$ cat src/rtl/rxd_pkg.sv
package rxd_pkg;
  localparam int ADDR_W = 32;
  localparam int LEN_W  = 16;
  localparam int ST_OWN  = 15;
  localparam int ST_WRAP = 13;
  localparam int ST_FIN  = 11;
  localparam int ST_OVR  = 1;
  localparam int ST_BAD  = 0;

  typedef logic [ADDR_W-1:0] addr_t;
  typedef logic [LEN_W-1:0]  len_t;

  typedef enum logic [2:0] {
    E_IDLE, E_GET_ST, E_GET_PTR, E_WAIT, E_PUT_BYTE, E_PUT_ST
  } eng_state_t;

  function automatic addr_t align_base(addr_t b, int unsigned bits);
    addr_t m;
    m = ~((addr_t'(1) << bits) - addr_t'(1));
    return b & m;
  endfunction

  function automatic addr_t next_desc(addr_t cur, addr_t base, logic wrap,
                                      int unsigned stride);
    return wrap ? base : cur + addr_t'(stride);
  endfunction

  function automatic logic [15:0] done_status(logic [15:0] fetched,
                                              logic ovr, logic bad);
    logic [15:0] s;
    s = 16'h0;
    s[ST_WRAP] = fetched[ST_WRAP];
    s[ST_FIN]  = 1'b1;
    s[ST_OVR]  = ovr;
    s[ST_BAD]  = bad;
    return s;
  endfunction

  function automatic logic [3:0] lane_strobe(logic [1:0] a);
    return 4'b0001 << a;
  endfunction
endpackage

$ cat src/rtl/rxd_ring_ptr.sv
module rxd_ring_ptr
  import rxd_pkg::*;
#(
  parameter int unsigned STRIDE = 8
) (
  input  logic  clk,
  input  logic  rst_n,
  input  logic  enable,
  input  addr_t base,
  input  logic  step,
  input  logic  wrap,
  output addr_t cur
);
  logic  fresh_q;
  addr_t cur_q;

  always_ff @(posedge clk or negedge rst_n) begin
    if (!rst_n) begin
      fresh_q <= 1'b1;
      cur_q   <= '0;
    end else if (!enable) begin
      fresh_q <= 1'b1;
    end else if (step) begin
      cur_q   <= next_desc(cur, base, wrap, STRIDE);
      fresh_q <= 1'b0;
    end
  end

  assign cur = fresh_q ? base : cur_q;

  p_wrap_to_base_r8: assert property (@(posedge clk) disable iff (!rst_n)
    (enable && step && wrap) |=> (!enable || cur == $past(base)));
  p_linear_step_r8: assert property (@(posedge clk) disable iff (!rst_n)
    (enable && step && !wrap) |=> (!enable || cur == $past(cur) + addr_t'(STRIDE)));
endmodule

$ cat src/rtl/rxd_fill.sv
module rxd_fill
  import rxd_pkg::*;
(
  input  logic clk,
  input  logic rst_n,
  input  logic clr,
  input  logic take,
  input  logic spill,
  input  len_t max_len,
  output len_t cnt,
  output logic room,
  output logic ovr
);
  always_ff @(posedge clk or negedge rst_n) begin
    if (!rst_n) begin
      cnt <= '0;
      ovr <= 1'b0;
    end else if (clr) begin
      cnt <= '0;
      ovr <= 1'b0;
    end else begin
      if (take)  cnt <= cnt + len_t'(1);
      if (spill) ovr <= 1'b1;
    end
  end

  assign room = (cnt < max_len);

  p_count_capped_r7: assert property (@(posedge clk) disable iff (!rst_n)
    $stable(max_len) |-> cnt <= max_len || $past(cnt) > max_len);
  p_spill_only_full_r7: assert property (@(posedge clk) disable iff (!rst_n)
    spill |-> !room);
endmodule

$ cat src/rtl/rxd_ring_engine.sv
module rxd_ring_engine
  import rxd_pkg::*;
#(
  parameter int unsigned ALIGN_BITS = 4,
  parameter int unsigned DESC_BYTES = 8
) (
  input  logic        clk,
  input  logic        rst_n,
  input  logic        ctl_enable,
  input  logic        kick,
  input  logic [31:0] ring_base,
  input  logic [15:0] max_len,
  input  logic        rx_valid,
  input  logic [7:0]  rx_data,
  input  logic        rx_end,
  input  logic        rx_err,
  output logic        rx_ready,
  output logic        rx_active,
  output logic        mem_req,
  output logic        mem_we,
  output logic [31:0] mem_addr,
  output logic [31:0] mem_wdata,
  output logic [3:0]  mem_strb,
  input  logic        mem_ack,
  input  logic [31:0] mem_rdata
);
  localparam int unsigned PTR_OFS = DESC_BYTES / 2;

  eng_state_t  st_q;
  logic [15:0] stat_q;
  addr_t       buf_q;
  logic [7:0]  byte_q;
  logic        end_q, bad_q;
  addr_t       base_al, cur;
  len_t        cnt;
  logic        room, ovr;

  // named events for the assertions
  logic start_ev, miss_ev, own_ev, byte_in, take_ev, spill_ev, byte_done, wb_done;

  assign base_al   = align_base(ring_base, ALIGN_BITS);
  assign start_ev  = (st_q == E_IDLE) && ctl_enable && kick;
  assign miss_ev   = (st_q == E_GET_ST) && mem_ack && !mem_rdata[16+ST_OWN];
  assign own_ev    = (st_q == E_GET_ST) && mem_ack &&  mem_rdata[16+ST_OWN];
  assign byte_in   = (st_q == E_WAIT) && rx_valid;
  assign take_ev   = byte_in && room;
  assign spill_ev  = byte_in && !room;
  assign byte_done = (st_q == E_PUT_BYTE) && mem_ack;
  assign wb_done   = (st_q == E_PUT_ST) && mem_ack;

  rxd_ring_ptr #(.STRIDE(DESC_BYTES)) u_ptr (
    .clk(clk), .rst_n(rst_n), .enable(ctl_enable), .base(base_al),
    .step(wb_done), .wrap(stat_q[ST_WRAP]), .cur(cur)
  );

  rxd_fill u_fill (
    .clk(clk), .rst_n(rst_n),
    .clr((st_q == E_GET_PTR) && mem_ack),
    .take(byte_done), .spill(spill_ev), .max_len(max_len),
    .cnt(cnt), .room(room), .ovr(ovr)
  );

  always_ff @(posedge clk or negedge rst_n) begin
    if (!rst_n) begin
      st_q   <= E_IDLE;
      stat_q <= '0;
      buf_q  <= '0;
      byte_q <= '0;
      end_q  <= 1'b0;
      bad_q  <= 1'b0;
    end else if (!ctl_enable) begin
      st_q <= E_IDLE;
    end else begin
      unique case (st_q)
        E_IDLE: if (start_ev) st_q <= E_GET_ST;
        E_GET_ST: begin
          if (own_ev) begin
            stat_q <= mem_rdata[31:16];
            st_q   <= E_GET_PTR;
          end else if (miss_ev) begin
            st_q <= E_IDLE;
          end
        end
        E_GET_PTR: if (mem_ack) begin
          buf_q <= mem_rdata;
          bad_q <= 1'b0;
          st_q  <= E_WAIT;
        end
        E_WAIT: if (byte_in) begin
          byte_q <= rx_data;
          end_q  <= rx_end;
          if (rx_end) bad_q <= rx_err;
          if (room)        st_q <= E_PUT_BYTE;
          else if (rx_end) st_q <= E_PUT_ST;
        end
        E_PUT_BYTE: if (mem_ack) st_q <= end_q ? E_PUT_ST : E_WAIT;
        E_PUT_ST:   if (mem_ack) st_q <= E_GET_ST;
        default:    st_q <= E_IDLE;
      endcase
    end
  end

  always_comb begin
    mem_req   = 1'b0;
    mem_we    = 1'b0;
    mem_addr  = cur;
    mem_wdata = '0;
    mem_strb  = 4'b0000;
    unique case (st_q)
      E_GET_ST:  mem_req = 1'b1;
      E_GET_PTR: begin
        mem_req  = 1'b1;
        mem_addr = cur + addr_t'(PTR_OFS);
      end
      E_PUT_BYTE: begin
        mem_req   = 1'b1;
        mem_we    = 1'b1;
        mem_addr  = buf_q + addr_t'(cnt);
        mem_wdata = {4{byte_q}};
        mem_strb  = lane_strobe(mem_addr[1:0]);
      end
      E_PUT_ST: begin
        mem_req   = 1'b1;
        mem_we    = 1'b1;
        mem_wdata = {done_status(stat_q, ovr, bad_q), cnt};
        mem_strb  = 4'b1111;
      end
      default: ;
    endcase
  end

  assign rx_ready  = (st_q == E_WAIT);
  assign rx_active = (st_q != E_IDLE);

  p_req_hold_r10: assert property (@(posedge clk) disable iff (!rst_n)
    (mem_req && !mem_ack && ctl_enable) |=>
      (!ctl_enable || (mem_req && $stable(mem_addr))));
  p_wb_gives_back_r5: assert property (@(posedge clk) disable iff (!rst_n)
    wb_done |-> (!mem_wdata[16+ST_OWN] && mem_wdata[16+ST_FIN]));
  p_miss_idles_r3: assert property (@(posedge clk) disable iff (!rst_n)
    miss_ev |=> !rx_active);
  p_ready_when_active_r3: assert property (@(posedge clk) disable iff (!rst_n)
    rx_ready |-> rx_active);
  p_disable_stops_r9: assert property (@(posedge clk) disable iff (!rst_n)
    !ctl_enable |=> !rx_active);
  p_kick_fetches_r2: assert property (@(posedge clk) disable iff (!rst_n)
    start_ev |=> (!ctl_enable || (mem_req && !mem_we && mem_addr == $past(cur))));
  p_single_lane_r4: assert property (@(posedge clk) disable iff (!rst_n)
    (st_q == E_PUT_BYTE) |-> $onehot0(mem_strb) && mem_strb != 4'b0000);
endmodule

$ cat config.mk
export PLATFORM = sky130hd
export DESIGN_NAME = rxd_ring_engine
export DESIGN_NICKNAME = d
export VERILOG_FILES = /design/src/rtl/rxd_pkg.sv /design/src/rtl/rxd_ring_ptr.sv /design/src/rtl/rxd_fill.sv /design/src/rtl/rxd_ring_engine.sv
export SDC_FILE = /design/constraint.sdc
export NUM_CORES = 1
export LEC_CHECK = 0
export ABC_AREA = 1
export BUFFER_PORTS_ARGS = -buffer_cell sky130_fd_sc_hd__buf_4
export CORE_AREA = 8 8 133 135
export DETAILED_ROUTE_END_ITERATION = 8
export DIE_AREA = 0 0 141 143
export PLACE_DENSITY = 0.9
export SYNTH_ARGS = -nofsm -noshare
export SYNTH_HDL_FRONTEND = slang
export SYNTH_SLANG_ARGS = --single-unit
$ cat constraint.sdc
create_clock -name clk -period 3.02 [get_ports clk]
set_clock_uncertainty 0.05 [all_clocks]
set_input_delay 0.453 -clock clk [delete_from_list [all_inputs] [get_ports clk]]
set_output_delay 0.453 -clock clk [all_outputs]
set_load 0.01 [all_outputs]
==> results.toml <==
[outcome]
status = "finished with violations"
violations = "negative setup slack"

[yosys]
synth_area_um2 = 8680
synth_seq_cells = 96
synth_area_leaders = "dfrtp_1 27%, nand2_1 17%, nand3_1 8.6%, inv_1 7.7%, nor2_1 5.5%"
synth_seq_area_share = 0.277
yosys.area.top_type = "dfrtp_1"
netlist.area_leader.share = 0.274
syn_inst = 1380
synthesis.nets = 1511
syn_avg_cell_area_um2 = 6.29
synthDistinctLibCells = 46
ys_warn_count = 0

[sta]
fin_crit_ps = 3160
tightest_slew_ps = 785
max_freq_mhz = 316
timing.final.ws_setup_ps = -141
final-hold-violation-count = 0
slew_headroom = 0.474
hold-worst-slack_ps = 91.6
period_share = 1.05
setup_viol = 22
final-max-slew-violation-count = 0
rsz0062_at_grt = "true"

[global_route]
grt_pass1_vias = 10100
antenna_found_initial = 0
grt_pass1_wl_mm = 49.7
track_usage = 0.307
grt_max_degree = 97
grt_overflow = 0

[final_layout]
drive_above_1_share = 0.300
final_util = 0.754
multiInputGateArea_um2 = 6090
area_growth_pct = 35.6
seqCellArea_um2 = 2410
nets = 1724
nFillCells = 1148
antenna_cells = 0
final_cells = 1814

[placed_design]
numPortBuffers = 163
dpl.hpwl_mm = 23.1
dp_slack_ps = 110
dp_cells = 1750
routabilityCongestion = 0.973

[power]
power.density_nw_per_um2 = 549
max-vdd-ir-drop_mv = 0.361
p_leak_nw = 6.03

[worst_setup_path]
r2r_start = "u_ptr.fresh_q$_DFFE_PN1P_"
cp-end-kind = "output port"
crit_required_ps = 2520
cp_slowest_stage_delay_ps = 610
critical_path_class = "reg -> out"
path_max_fanout = 6
path_cells = "buf_6, buf_12, nand2_1, o21ai_4, inv_2, nor2_4, inv_4, nor2_4, buf_4, nand3_1, nand3_1, nand3_2, buf_4"
start_kind = "flip-flop"
critPathSlowestCell = "dfstp_2"
crit_arrival_ps = 2660
crit_start = "u_ptr.fresh_q$_DFFE_PN1P_"

[clocking]
hold_buffers = 0
clk_latency_ps = 370
htreeDepth = 3
clock_path_buffers = 2
clock_sinks = 96
cts_buffers = 9
cts-root-buf = "clkbuf_16"
tritoncts = "done"
path_clk_slew_ps = 80

[detailed_routing]
drt_pass1_iterations = 6
vias_per_cell = 5.92
vias = 10700
drt_wl_total_mm = 33.1
drtAntennaViolNets = 0
drcViolationCount = 0
drt_iter0_drc = 1214
post_drt_wl_per_cell_um = 18.2

[die]
chipWidth_um = 141
core_area_um2 = 15600
die_h_um = 143
ios = 168
dieArea_um2 = 20200
start_util = 0.556
rows = 46

[run]
maxCapViolations = 0

[hold_path]
worstHoldPathType = "in -> async"
-- cell families after synthesis --
logic type,after synthesis,synth area share
AOI/OAI and AO/OA,230,0.149
xor gates and xnor gates,8,0.00807
adders and majority gates,35,0.0513
buffers and inverters,228,0.107
DFF,96,0.277
muxes,20,0.0259
and+or+nand+nor,763,0.382
-- state kept, by name (all words and copies together) (netlist names) --
name	cells
u_fill.ovr	1
u_ptr.fresh_q	1
end_q	1
stat_q	1
bad_q	1
u_fill.cnt	16
st_q	3
byte_q	8
u_ptr.cur_q	32
buf_q	32
-- worst paths after layout --
check                                              end  slack, ps  depth (start not counted)
min                        u_ptr.cur_q[27]$_DFFE_PN0P_         90                          2
max reg2reg                u_ptr.cur_q[23]$_DFFE_PN0P_        -30                         19
max in group asynchronous    u_fill.cnt[7]$_DFFE_PN0P_       2380                          2
max                                       mem_addr[18]       -140                         13
min in group clk                  buf_q[2]$_DFFE_PN0P_        270                          2
min reg2reg                u_ptr.cur_q[28]$_DFFE_PN0P_        440                          2
-- area by class of cell --
cell class | instances | share of cell area
clock buffer | 10 | 0.0203
clock inverter | 6 | 0.00638
inverter | 186 | 0.0609
multi-input combinational | 1056 | 0.518
sequential | 96 | 0.205
tap | 216 | 0.0230
timing repair buffer | 244 | 0.167
-- per-stage QoR --
step	cell area, µm²	setup TNS, ps	power, mW
floorplan	8680	0	3.73
global route	11800	-3240	6.88
CTS	11000	-54.0	6.07
detailed placement	10200	0	4.73
global placement	10200	0	4.66
finish	11800	-1450	6.47
-- critical path, delay by kind of cell (launching register included) --
family / cells / cell delay, ps
AOI/OAI and AO/OA: 1 / 120
buffers and inverters: 6 / 760
and+or+nand+nor: 6 / 800
DFF: 1 / 610
-- power breakdown --
part / internal, mW / total [mW] / switching, mW
clock: 0.682 / 1.28 / 0.596
combinational: 1.23 / 3.12 / 1.89
sequential: 1.68 / 2.07 / 0.383
-- synthesized netlist by cell type, drive strengths merged --
cell,n
dfstp,1
a31oi,4
or2,11
and2,2
o211ai,8
o22ai,9
xor2,6
o21bai,2
nand3b,2
mux2,20
o221ai,1
clkinv,2
fa,1
nand4,13
nand2,407
ha,34
a22oi,1
a21oi,87
nor4,6
buf,19
inv,184
nand3,151
o31ai,5
xnor2,2
dfrtp,95
clkbuf,23
nor3b,1
nor2,152
o21ai,110
a21o,2
a21boi,1
nor3,18
-- layout by cell type, fill, tap and decap left out, types with 12 or more instances in the layout --
master / synthesis / routed
buf_4: 5 / 230
mux2_2: 20 / 20
dfrtp_1: 95 / 86
nand3_2: 1 / 19
o21ai_1: 14 / 17
nor2_4: 8 / 32
nor2_2: 17 / 12
nand3_1: 150 / 131
o21ai_4: 2 / 13
nor2_1: 127 / 108
ha_4: 0 / 12
nand4_1: 13 / 13
inv_1: 179 / 175
nand2_2: 10 / 44
nor3_1: 17 / 13
nand2_1: 396 / 352
ha_1: 34 / 18
o21ai_0: 79 / 69
a21oi_1: 87 / 82
-- metal layers --
layer / up-vias / GRT usage / wire [µm]
li1: 4926 / - / -
met1: 4952 / 0.374 / 12200
met2: 716 / 0.501 / 15500
met3: 143 / 0.0795 / 3860
met4: 0 / 0.143 / 1620
met5: - / 0 / 0
-- what timing repair did --
item | in CTS | in global routing
gates cloned | 2 | 0
setup endpoints to repair | 23 | 25
pin swaps | 13 | 45
gates resized for setup | 66 | 139
setup buffers | 22 | 24
Note: power is estimated with default switching activity, not from simulation.
